`config.mk`:
```
export PLATFORM = sky130hd
export DESIGN_NAME = mbx_irq
export DESIGN_NICKNAME = d
export VERILOG_FILES = /design/src/rtl/mbx_pkg.sv /design/src/rtl/mbx_decode.sv /design/src/rtl/mbx_flag.sv /design/src/rtl/mbx_irq.sv
export SDC_FILE = /design/constraint.sdc
export NUM_CORES = 1
export LEC_CHECK = 0
export ABC_AREA = 1
export BUFFER_PORTS_ARGS = -buffer_cell sky130_fd_sc_hd__buf_2
export CORE_AREA = 2 2 39 41
export CTS_CLUSTER_DIAMETER = 120
export DETAILED_ROUTE_END_ITERATION = 10
export DIE_AREA = 0 0 41 43
export REMOVE_ABC_BUFFERS = 1
export SYNTH_ARGS = -nofsm -noshare
export SYNTH_HDL_FRONTEND = slang
export SYNTH_SLANG_ARGS = --single-unit
```
`constraint.sdc`:
```
create_clock -name clk -period 0.8 [get_ports clk]
set_input_delay 0.04 -clock clk [delete_from_list [all_inputs] [get_ports clk]]
set_output_delay 0.04 -clock clk [all_outputs]
set_load 0.02 [all_outputs]
```
`src/rtl/mbx_pkg.sv`:
```
package mbx_pkg;

  // Port identifiers; port 1 owns the topmost word.
  typedef enum logic {
    PORT_0 = 1'b0,
    PORT_1 = 1'b1
  } port_id_e;

  // Mailbox word owned by a port, for an address of aw bits (aw <= 32).
  function automatic logic [31:0] box_addr(input int aw, input logic owner);
    logic [31:0] top;
    top = 32'hFFFF_FFFF >> (32 - aw);
    return owner ? top : (top - 32'd1);
  endfunction

  // Write has precedence over read on a single port.
  function automatic logic eff_write(input logic sel, input logic wr);
    return sel & wr;
  endfunction

  function automatic logic eff_read(input logic sel, input logic wr, input logic rd);
    return sel & rd & ~wr;
  endfunction

endpackage

```
`src/rtl/mbx_decode.sv`:
```
module mbx_decode #(
  parameter int   AW    = 16,
  parameter logic OWNER = 1'b0
) (
  input  logic [AW-1:0] addr,
  input  logic          sel,
  input  logic          wr,
  input  logic          rd,
  output logic          post_peer,
  output logic          fetch_own
);
  import mbx_pkg::*;

  localparam logic [AW-1:0] OWN_BOX  = AW'(box_addr(AW, OWNER));
  localparam logic [AW-1:0] PEER_BOX = AW'(box_addr(AW, ~OWNER));

  logic hit_own;
  logic hit_peer;

  assign hit_own   = (addr == OWN_BOX);
  assign hit_peer  = (addr == PEER_BOX);
  assign post_peer = eff_write(sel, wr) & hit_peer;
  assign fetch_own = eff_read(sel, wr, rd) & hit_own;

endmodule

```
`src/rtl/mbx_flag.sv`:
```
module mbx_flag (
  input  logic clk,
  input  logic rst_n,
  input  logic set,
  input  logic clr,
  output logic irq_n
);
  logic pending;

  always_ff @(posedge clk or negedge rst_n) begin
    if (!rst_n)   pending <= 1'b0;
    else if (set) pending <= 1'b1;
    else if (clr) pending <= 1'b0;
  end

  assign irq_n = ~pending;

endmodule

```
`src/rtl/mbx_irq.sv`:
```
module mbx_irq #(
  parameter int AW = 16
) (
  input  logic          clk,
  input  logic          rst_n,
  input  logic [AW-1:0] p0_addr,
  input  logic          p0_sel,
  input  logic          p0_wr,
  input  logic          p0_rd,
  input  logic [AW-1:0] p1_addr,
  input  logic          p1_sel,
  input  logic          p1_wr,
  input  logic          p1_rd,
  output logic          p0_irq_n,
  output logic          p1_irq_n
);
  localparam int NPORT = 2;

  logic [AW-1:0]    addr_v [NPORT];
  logic [NPORT-1:0] sel_v, wr_v, rd_v;
  logic [NPORT-1:0] post;     // port k wrote its partner's word
  logic [NPORT-1:0] fetch;    // port k read its own word
  logic [NPORT-1:0] set_evt;  // flag k is being raised
  logic [NPORT-1:0] clr_evt;  // flag k is being released
  logic [NPORT-1:0] irq_n_v;

  assign addr_v[0] = p0_addr;
  assign addr_v[1] = p1_addr;
  assign sel_v     = {p1_sel, p0_sel};
  assign wr_v      = {p1_wr,  p0_wr};
  assign rd_v      = {p1_rd,  p0_rd};

  for (genvar g = 0; g < NPORT; g++) begin : g_port
    mbx_decode #(
      .AW   (AW),
      .OWNER(1'(g))
    ) u_dec (
      .addr     (addr_v[g]),
      .sel      (sel_v[g]),
      .wr       (wr_v[g]),
      .rd       (rd_v[g]),
      .post_peer(post[g]),
      .fetch_own(fetch[g])
    );

    assign set_evt[g] = post[NPORT-1-g];
    assign clr_evt[g] = fetch[g];

    mbx_flag u_flag (
      .clk  (clk),
      .rst_n(rst_n),
      .set  (set_evt[g]),
      .clr  (clr_evt[g]),
      .irq_n(irq_n_v[g])
    );
  end

  assign p0_irq_n = irq_n_v[0];
  assign p1_irq_n = irq_n_v[1];

endmodule

```
==> results of run 1 <==
[cell usage in the layout (no fill, tap or decap)]
cell type | netlist | layout
nand4_1 | 1 | 1
buf_2 | 0 | 39
clkbuf_4 | 0 | 3
nand2_1 | 24 | 24
and2_1 | 1 | 1
dfrtp_1 | 2 | 2
nor2_1 | 10 | 10
o21bai_1 | 1 | 1
buf_4 | 0 | 1
o21ai_1 | 1 | 1
nand3_1 | 4 | 4
buf_6 | 0 | 2
inv_2 | 0 | 1
inv_1 | 5 | 4
dlygate4sd3_1 | 0 | 1
nor2_2 | 3 | 3
[power groups by stage]
stage / registers (µW) / logic (µW) / clock network (µW)
after floorplan: 103 / 36.9 / 0
after global placement: 103 / 133 / 0
after detailed placement: 103 / 136 / 0
after CTS: 102 / 140 / 239
after global routing: 102 / 161 / 252
final: 102 / 139 / 222
[path summary, 6_finish.rpt]
| path | slack [ps] | from | endpoint | cells after the start |
|---|---|---|---|---|
| max | 0.2 | g_port[0].u_flag.pending$_DFFE_PN0P_ | p0_irq_n | 2 |
| min | 130 | rst_n | g_port[0].u_flag.pending$_DFFE_PN0P_ | 2 |
| max reg2reg | 80 | g_port[0].u_flag.pending$_DFFE_PN0P_ | g_port[0].u_flag.pending$_DFFE_PN0P_ | 3 |
| min reg2reg | 560 | g_port[0].u_flag.pending$_DFFE_PN0P_ | g_port[0].u_flag.pending$_DFFE_PN0P_ | 3 |
| max in group asynchronous | 570 | rst_n | g_port[1].u_flag.pending$_DFFE_PN0P_ | 2 |
| min in group clk | 150 | p0_wr | g_port[0].u_flag.pending$_DFFE_PN0P_ | 5 |
[per-layer routing]
layer  wire [µm]  part of all wire, %  track usage, %  up-vias
met3          83                   10           1.571        0
met4           0                    0           8.000        0
li1            -                    -               -      251
met2         450                   54           20.94       21
met1         297                   36           7.692      180
met5           0                    0               0        -
[through the flow]
stage          hold slack [ps]  TNS (ps)
2_1_floorplan           -255.6         0
3_3_place_gp            -173.9         0
3_5_place_dp            -170.6         0
4_1_cts                  118.0    -14.32
5_1_grt                  148.3    -55.05
6_report                 134.2         0
[layout make-up]
class                           instances  area (µm²)
Timing Repair Buffer                   43       235.2
Multi-Input combinational cell         45       191.4
Fill cell                             166       845.8
Clock buffer                            3       22.52
Sequential cell                         2       50.05
Tap cell                               16       20.02
Inverter                                5       18.77
[what timing repair did]
action | CTS | global route
setup endpoints to repair | 2 | 2
setup buffers | 1 | 0
resized for setup | 5 | 0
endpoints found under the hold margin | 2 | 0
hold buffers | 1 | 0
[kinds of logic (layout without fill, tap and decap cells)]
kind of cell | Yosys count | after routing | synth area share (%)
simple gates | 43 | 43 | 68.76
compound gates | 2 | 2 | 4.807
flops | 2 | 2 | 19.23
buf+inv | 5 | 51 | 7.212
[critical path: cells and delay by family (launching register included)]
kind,cells,cell delay [ps]
buf+inv,2,180
flops,1,360
==> flow_summary.json, run 1 <==
{
  "status": "finished, final reports clean",
  "cts.htree.levels": 1,
  "die_area_mm2": 0.001763,
  "root_buffer": "clkbuf_4",
  "switchingPower_uw": 109.8,
  "fin_cells": 114,
  "yosysTopAreaCell": "nand2_1",
  "antenna_cells": 0,
  "crit_fanout": 2,
  "clkLatencyLatePin_ps": 220,
  "cap_violations": 0,
  "yosysTopAreaCellShare_pct": 34.62,
  "synth_ff_type": "dfrtp_1",
  "setup_viol": 0,
  "power.total_uw": 463.0,
  "period_needed_ps": 799.8,
  "reg_top3": "g_port.u_flag.pending (2)",
  "synth.most_common_cell": "nand2_1",
  "period_share_pct": 99.98,
  "hold_class": "in -> async",
  "max_stage_delay_ps": 360,
  "dieHeight_um": 43,
  "placed_cells": 109,
  "die_w_um": 41,
  "dp_slack_ps": 102.6,
  "initial_core_util_pct": 18.81,
  "power_frac_comb_pct": 30.0,
  "slew_violations": 0,
  "max-vdd-ir-drop_uv": 242.6,
  "num_rows": 14,
  "max_freq_mhz": 1250,
  "ant_nets": 0,
  "ys_seq_elements": 2,
  "async_reset_ff_share_pct": 100.0,
  "power.clock.fraction_pct": 48.0,
  "worstMarginPinSlew_ps": 110.9,
  "ys_top_cells_by_count": "24 x nand2_1, 10 x nor2_1, 5 x inv_1, 4 x nand3_1, 3 x nor2_2",
  "synth_area_leaders": "nand2_1 35%, dfrtp_1 19%, nor2_1 14%, nand3_1 7.7%, inv_1 7.2%",
  "switching_share_pct": 23.72,
  "top_register": "g_port.u_flag.pending",
  "fin_ws_ps": 0.1936,
  "slew_headroom_pct": 92.58,
  "timing.final.hold_violations": 0,
  "gr-total-overflow": 0,
  "syn_inst": 52,
  "largest_reg_flops": 2,
  "path_cells": "inv_1 -> buf_6",
  "cp-end-kind": "output pin",
  "antenna_found_initial": 0,
  "place_area_um2": 485.5,
  "pwr-share-seq_pct": 22.0,
  "avgViaCountPerCell": 3.965,
  "synth.cell_area_um2": 260.3,
  "fin_nets": 140,
  "grt_pass1_wl_um": 1297,
  "yosysSeqAreaShare_pct": 19.23,
  "synth_area_per_cell_um2": 5.005,
  "powerDensity_mw_per_mm2": 860.5,
  "vias": 452,
  "cts_buffers": 3,
  "worstPathRequired_ps": 760,
  "yosysWarnings": 0,
  "critical_path_class": "reg -> out",
  "tritoncts": "built",
  "place_congestion": 0.5943,
  "clockBufferDepth": 2,
  "yosysUniqueCellTypes": 10,
  "intPower_uw": 353.2,
  "rsz0062_at_grt": "yes",
  "skew_ps": 0,
  "portBuffers": 41,
  "arrival_ps": 760,
  "drt_pass1_iterations": 4,
  "grt_start_max_net_pins": 3,
  "wl_per_cell_um": 7.289,
  "grt_pass1_vias": 417,
  "io_pins": 42,
  "drc": 0,
  "critPathSlowestCell": "dfrtp_1",
  "clkSinkCount": 2,
  "drive_gt1_share_pct": 50.00,
  "area_growth_pct": 106.7,
  "stdcell_area_um2": 538.0,
  "fin_util_pct": 38.88,
  "drt_iter0_markers": 4,
  "grtUsageTotal_pct": 10.63,
  "clk_pin_slew_worst_paths_ps": 30,
  "start_kind": "register",
  "synth_edf_count": 0,
  "p_leak_uw": 0.0003088,
  "core-area_mm2": 0.001384,
  "drt_wl_total_um": 831
}
Power figures use the tool's default switching activity.
==> run 2, diff against run 1 <==
--- a/config.mk
+++ b/config.mk
@@ -8,6 +8,7 @@
 export ABC_AREA = 1
 export BUFFER_PORTS_ARGS = -buffer_cell sky130_fd_sc_hd__buf_2
 export CORE_AREA = 2 2 39 41
+export CTS_BUF_LIST = sky130_fd_sc_hd__clkbuf_16
 export CTS_CLUSTER_DIAMETER = 120
 export DETAILED_ROUTE_END_ITERATION = 10
 export DIE_AREA = 0 0 41 43
==> flow_summary.json, run 2 (synthesized netlist as in run 1, its figures left out) <==
{
  "vias": 454,
  "r2r_slack_ps": 80,
  "drt_pass1_iterations": 4,
  "switchingPower_uw": 160.1,
  "timing.final.hold_violations": 0,
  "grt_pass1_wl_um": 1324,
  "crit_fanout": 2,
  "stdcell_area_um2": 590.6,
  "grtUsageTotal_pct": 11.04,
  "arrival_ps": 750,
  "power_frac_comb_pct": 14.1,
  "largest_reg_flops": 2,
  "p_leak_uw": 0.0003319,
  "status": "finished, final reports clean",
  "mostFrequentLayoutCell": "buf_2",
  "switching_share_pct": 16.29,
  "area_growth_pct": 126.9,
  "slew_headroom_pct": 92.59,
  "r2r_start": "g_port[0].u_flag.pending$_DFFE_PN0P_",
  "max_stage_delay_ps": 360,
  "antenna_cells": 0,
  "hold_class": "in -> async",
  "setup_viol": 0,
  "skew_ps": 0,
  "crit_buf_inv": 2,
  "crit_cells": 2,
  "max_freq_mhz": 1259,
  "dp_slack_ps": 102.6,
  "initial_core_util_pct": 18.81,
  "tritoncts": "built",
  "root_buffer": "clkbuf_16",
  "power.clock.fraction_pct": 75.5,
  "clk_pin_slew_worst_paths_ps": 30,
  "top_register": "g_port.u_flag.pending",
  "dieHeight_um": 43,
  "final_cell_mix": "39 x buf_2, 24 x nand2_1, 10 x nor2_1, 4 x inv_1, 4 x nand3_1",
  "path_cells": "inv_1 -> buf_6",
  "avgViaCountPerCell": 3.982,
  "rsz0062_at_grt": "yes",
  "portBuffers": 41,
  "place_congestion": 0.5943,
  "cts_buffers": 3,
  "clkLatencyLatePin_ps": 220,
  "fin_nets": 140,
  "core-area_mm2": 0.001384,
  "die_w_um": 41,
  "grt_start_max_net_pins": 3,
  "worstMarginPinSlew_ps": 110.8,
  "powerDensity_mw_per_mm2": 1665,
  "r2r-end": "g_port[0].u_flag.pending$_DFFE_PN0P_",
  "critical_path_class": "reg -> out",
  "wl_per_cell_um": 7.430,
  "drc": 0,
  "r2r_cells": 3,
  "start_kind": "register",
  "antenna_found_initial": 0,
  "cts.htree.levels": 1,
  "period_needed_ps": 794.0,
  "intPower_uw": 823.0,
  "reg_top3": "g_port.u_flag.pending (2)",
  "fin_ws_ps": 5.985,
  "slew_violations": 0,
  "period_share_pct": 99.25,
  "grt_pass1_vias": 415,
  "gr-total-overflow": 0,
  "drt_wl_total_um": 847,
  "drive_gt1_share_pct": 50.00,
  "die_area_mm2": 0.001763,
  "pwr-share-seq_pct": 10.4,
  "max-vdd-ir-drop_uv": 601.8,
  "ant_nets": 0,
  "clkSinkCount": 2,
  "place_area_um2": 485.5,
  "critPathSlowestCell": "dfrtp_1",
  "io_pins": 42,
  "cap_violations": 0,
  "num_rows": 14,
  "worstPathRequired_ps": 760,
  "critPathTopFamily": "flip-flops",
  "cp-end-kind": "output pin",
  "clockBufferDepth": 2,
  "drt_iter0_markers": 5
}
==> run 2: cell counts in the layout (fill, tap and decap cells not counted) <==
No cell type changed its count.
==> run 2: final cells by class <==
class                   instances  area [µm²]
fillers                       161       793.3
repair buffers                 43       235.2
multi-input cells              45       191.4
clock buffers                   3       75.07
flip-flops and latches          2       50.05
well taps                      16       20.02
inverters                       5       18.77
==> run 2: power groups by stage <==
stage / Combinational (µW) / Sequential, µW / Clock [µW]
CTS: 141 / 102 / 757
detailed placement: 136 / 103 / 0
global route: 161 / 102 / 774
floorplan: 36.9 / 103 / 0
finish: 139 / 102 / 742
global placement: 133 / 103 / 0
==> run 2: routing by layer <==
layer  up-vias  share of wire [%]  routed length (µm)  track usage (%)
li1        251                  -                   -                -
met1       182                 37                 313            8.039
met2        21                 53                 450            20.94
met3         0                9.8                  83            3.141
met4         0                  0                   0            8.000
met5         -                  0                   0                0
==> run 2: worst max-delay path by stage <==
stage / startpoint / endpoint / slack (ps)
6_report: g_port[0].u_flag.pending$_DFFE_PN0P_ / p0_irq_n / 6
5_1_grt: g_port[0].u_flag.pending$_DFFE_PN0P_ / p0_irq_n / -10
4_1_cts: g_port[0].u_flag.pending$_DFFE_PN0P_ / p0_irq_n / -1
3_5_place_dp: p1_wr / g_port[1].u_flag.pending$_DFFE_PN0P_ / 100
3_3_place_gp: p1_wr / g_port[1].u_flag.pending$_DFFE_PN0P_ / 120
2_1_floorplan: g_port[1].u_flag.pending$_DFFE_PN0P_ / g_port[1].u_flag.pending$_DFFE_PN0P_ / 10
==> run 2: timing repair <==
action,CTS,global route
endpoints found under the setup margin,2,2
resized for setup,5,0
setup buffers,1,0
cloned,0,0
hold endpoints to repair,2,0
hold buffers,1,0
==> run 2: per-stage QoR <==
step	hold slack, ps	instances	utilization (%)	setup TNS (ps)	power [µW]
2_1_floorplan	-255.6	52	-	0	139.9
3_3_place_gp	-173.9	109	35.08	0	236.3
3_5_place_dp	-170.6	109	35.08	0	239.4
4_1_cts	133.2	114	42.68	-1.025	999.5
5_1_grt	165.1	114	42.68	-19.15	1037
6_report	140.4	114	42.68	0	983.2
==> run 2: worst reg2reg max path, cell delays in order, from the launching register on <==
cell,delay [ps]
dfrtp_1,360
buf_4,130
o21ai_1,60
nand2_1,60
==> run 3, diff against run 2 <==
--- a/config.mk
+++ b/config.mk
@@ -5,7 +5,7 @@
 export SDC_FILE = /design/constraint.sdc
 export NUM_CORES = 1
 export LEC_CHECK = 0
-export ABC_AREA = 1
+export ABC_AREA = 0
 export BUFFER_PORTS_ARGS = -buffer_cell sky130_fd_sc_hd__buf_2
 export CORE_AREA = 2 2 39 41
 export CTS_BUF_LIST = sky130_fd_sc_hd__clkbuf_16
==> flow_summary.json, run 3 <==
{
  "status": "finished with violations",
  "violations": "negative setup slack",
  "clkLatencyLatePin_ps": 220,
  "synth_edf_count": 0,
  "die_w_um": 41,
  "period_share_pct": 106.0,
  "rsz0062_at_grt": "yes",
  "syn_inst": 20,
  "synth-simple-area-share_pct": 53.24,
  "clockBufferDepth": 2,
  "cap_violations": 0,
  "yosysTopAreaCell": "dfrtp_1",
  "synth_area_per_cell_um2": 8.696,
  "antenna_found_initial": 0,
  "clkSinkCount": 2,
  "r2r_cells": 1,
  "drt_wl_total_um": 863,
  "fin_nets": 108,
  "io_pins": 42,
  "grt_pass1_vias": 328,
  "cts.htree.levels": 1,
  "vias": 367,
  "synth.cell_area_um2": 173.9,
  "drt_iter0_markers": 6,
  "dp_hpwl_um": 663.7,
  "cp-end-kind": "register",
  "portBuffers": 41,
  "clk_pin_slew_worst_paths_ps": 30,
  "fin_ws_ps": -48.28,
  "period_needed_ps": 848.3,
  "root_buffer": "clkbuf_16",
  "slew_violations": 0,
  "intPower_uw": 845.8,
  "p_leak_uw": 0.0002865,
  "area_growth_pct": 230.2,
  "critical_path_class": "in -> reg",
  "timing.final.hold_violations": 0,
  "arrival_ps": 950,
  "largest_reg_flops": 2,
  "max_freq_mhz": 1179,
  "pwr-share-seq_pct": 10.2,
  "power_frac_comb_pct": 14.6,
  "yosysWarnings": 0,
  "switching_share_pct": 15.58,
  "place_congestion": 0.7414,
  "synth_compound_area_share_pct": 11.51,
  "slew_headroom_pct": 80.60,
  "setup_viol": 2,
  "worstMarginPinSlew_ps": 288.7,
  "synth_ff_type": "dfrtp_1",
  "grt_pass1_wl_um": 1166,
  "yosys.area_share.adder_pct": 0,
  "ant_nets": 0,
  "yosysTopAreaCellShare_pct": 28.78,
  "powerDensity_mw_per_mm2": 1744,
  "crit_fanout": 2,
  "gr-total-overflow": 0,
  "antenna_cells": 0,
  "dieHeight_um": 43,
  "wl_per_cell_um": 10.52,
  "synth_area_leaders": "dfrtp_1 29%, nand4_1 29%, nor4_2 14%, a32o_1 12%, inv_1 6.5%",
  "synth-xor-area-share_pct": 0,
  "final_cell_mix": "28 x buf_2, 13 x buf_6, 8 x nand4_1, 3 x inv_1, 3 x clkbuf_16",
  "tritoncts": "built",
  "drt_pass1_iterations": 4,
  "ys_seq_elements": 2,
  "start_kind": "input port",
  "ys_top_cells_by_count": "8 x nand4_1, 3 x inv_1, 2 x a32o_1, 2 x dfrtp_1, 2 x nor4_2",
  "hold_class": "in -> reg",
  "synth.most_common_cell": "nand4_1",
  "reg_top3": "g_port.u_flag.pending (2)",
  "synth_top_family_by_area": "simple AND/OR/NAND/NOR gates",
  "min_path_cells": 2,
  "drive_gt1_share_pct": 72.73,
  "dp_slack_ps": -288.1,
  "drc": 0,
  "yosysSeqAreaShare_pct": 28.78,
  "grt_start_max_net_pins": 3,
  "core-area_mm2": 0.001384,
  "avgViaCountPerCell": 4.476,
  "n_fill_cell": 145,
  "synthMuxAreaShare_pct": 0,
  "mostFrequentLayoutCell": "buf_2",
  "max-vdd-ir-drop_uv": 555.1,
  "power.clock.fraction_pct": 75.2,
  "top_register": "g_port.u_flag.pending",
  "finalSetupTns_ps": -49.09,
  "die_area_mm2": 0.001763,
  "switchingPower_uw": 156.1,
  "yosysUniqueCellTypes": 8,
  "initial_core_util_pct": 12.57,
  "cts_buffers": 3,
  "worstPathRequired_ps": 900,
  "async_reset_ff_share_pct": 100.0,
  "skew_ps": 0,
  "grtUsageTotal_pct": 10.22,
  "num_rows": 14
}
-- run 3: cell count changes in the layout (fill, tap and decap cells not counted), sizes merged, moves of 2 or more --
| cell | previous run | this run |
|---|---|---|
| nor2 | 13 | 1 |
| a32o | 0 | 2 |
| nand2 | 24 | 0 |
| nand4 | 1 | 8 |
| nand3 | 4 | 1 |
| inv | 5 | 3 |
| nor4 | 0 | 2 |
-- run 3: cell families after synthesis --
group	Yosys count
AOI/OAI and AO/OA	2
buffers and inverters	3
DFF	2
and+or+nand+nor	13
-- run 3: path summary, 6_finish.rpt --
kind / startpoint / endpoint / slack, ps
hold / removal: p1_wr / g_port[0].u_flag.pending$_DFFE_PN0P_ / 80
setup reg to reg: g_port[1].u_flag.pending$_DFFE_PN0P_ / g_port[1].u_flag.pending$_DFFE_PN0P_ / 80
min in group asynchronous: rst_n / g_port[0].u_flag.pending$_DFFE_PN0P_ / 130
hold reg to reg: g_port[0].u_flag.pending$_DFFE_PN0P_ / g_port[0].u_flag.pending$_DFFE_PN0P_ / 480
max in group asynchronous: rst_n / g_port[1].u_flag.pending$_DFFE_PN0P_ / 570
setup / recovery: p1_addr[8] / g_port[1].u_flag.pending$_DFFE_PN0P_ / -50
-- run 3: power groups by stage --
| stage | sequential (µW) | clock (µW) | combinational, µW |
|---|---|---|---|
| floorplan | 103 | 0 | 11.5 |
| global placement | 103 | 0 | 106 |
| detailed placement | 103 | 0 | 108 |
| CTS | 102 | 768 | 121 |
| global route | 102 | 769 | 163 |
| finish | 102 | 753 | 146 |
-- run 3: metal layers --
| layer | global-route usage [%] | routed length (µm) | vias to the layer above |
|---|---|---|---|
| met4 | 8.000 | 19 | 0 |
| li1 | - | - | 178 |
| met5 | 0 | 0 | - |
| met2 | 17.19 | 484 | 33 |
| met1 | 8.307 | 246 | 154 |
| met3 | 4.712 | 112 | 2 |
-- run 3: timing repair --
| item | CTS | global route |
|---|---|---|
| endpoints found under the setup margin | 3 | 4 |
| setup buffers | 0 | 0 |
| hold buffers | 1 | 0 |
| pin swaps | 5 | 5 |
| resized for setup | 7 | 9 |
| endpoints found under the hold margin | 2 | 0 |
-- run 3: metrics by stage --
step / std cells / total power, µW / area (µm²) / hold slack, ps / util, %
3_5_place_dp: 78 / 211.0 / 406.6 / -171.2 / 29.39
4_1_cts: 82 / 990.4 / 523.0 / 79.35 / 37.79
2_1_floorplan: 20 / 114.6 / 173.9 / -255.6 / -
3_3_place_gp: 78 / 209.1 / 406.6 / -171.0 / 29.39
5_1_grt: 82 / 1034 / 574.3 / 86.04 / 41.50
6_report: 82 / 1002 / 574.3 / 82.11 / 41.50
-- run 3: worst max-delay path: stages --
cell and delay [ps]:
buf_6 60, nand4_1 120, nor4_2 360, nand4b_1 130, a32o_2 230
-- run 3: final cells by class --
type                    instances  area (µm²)  area share, %
flip-flops and latches          2       50.05          8.715
inverters                       3       11.26          1.961
well taps                      16       20.02          3.486
repair buffers                 43       304.0          52.94
multi-input cells              15       113.9          19.83
clock buffers                   3       75.07          13.07
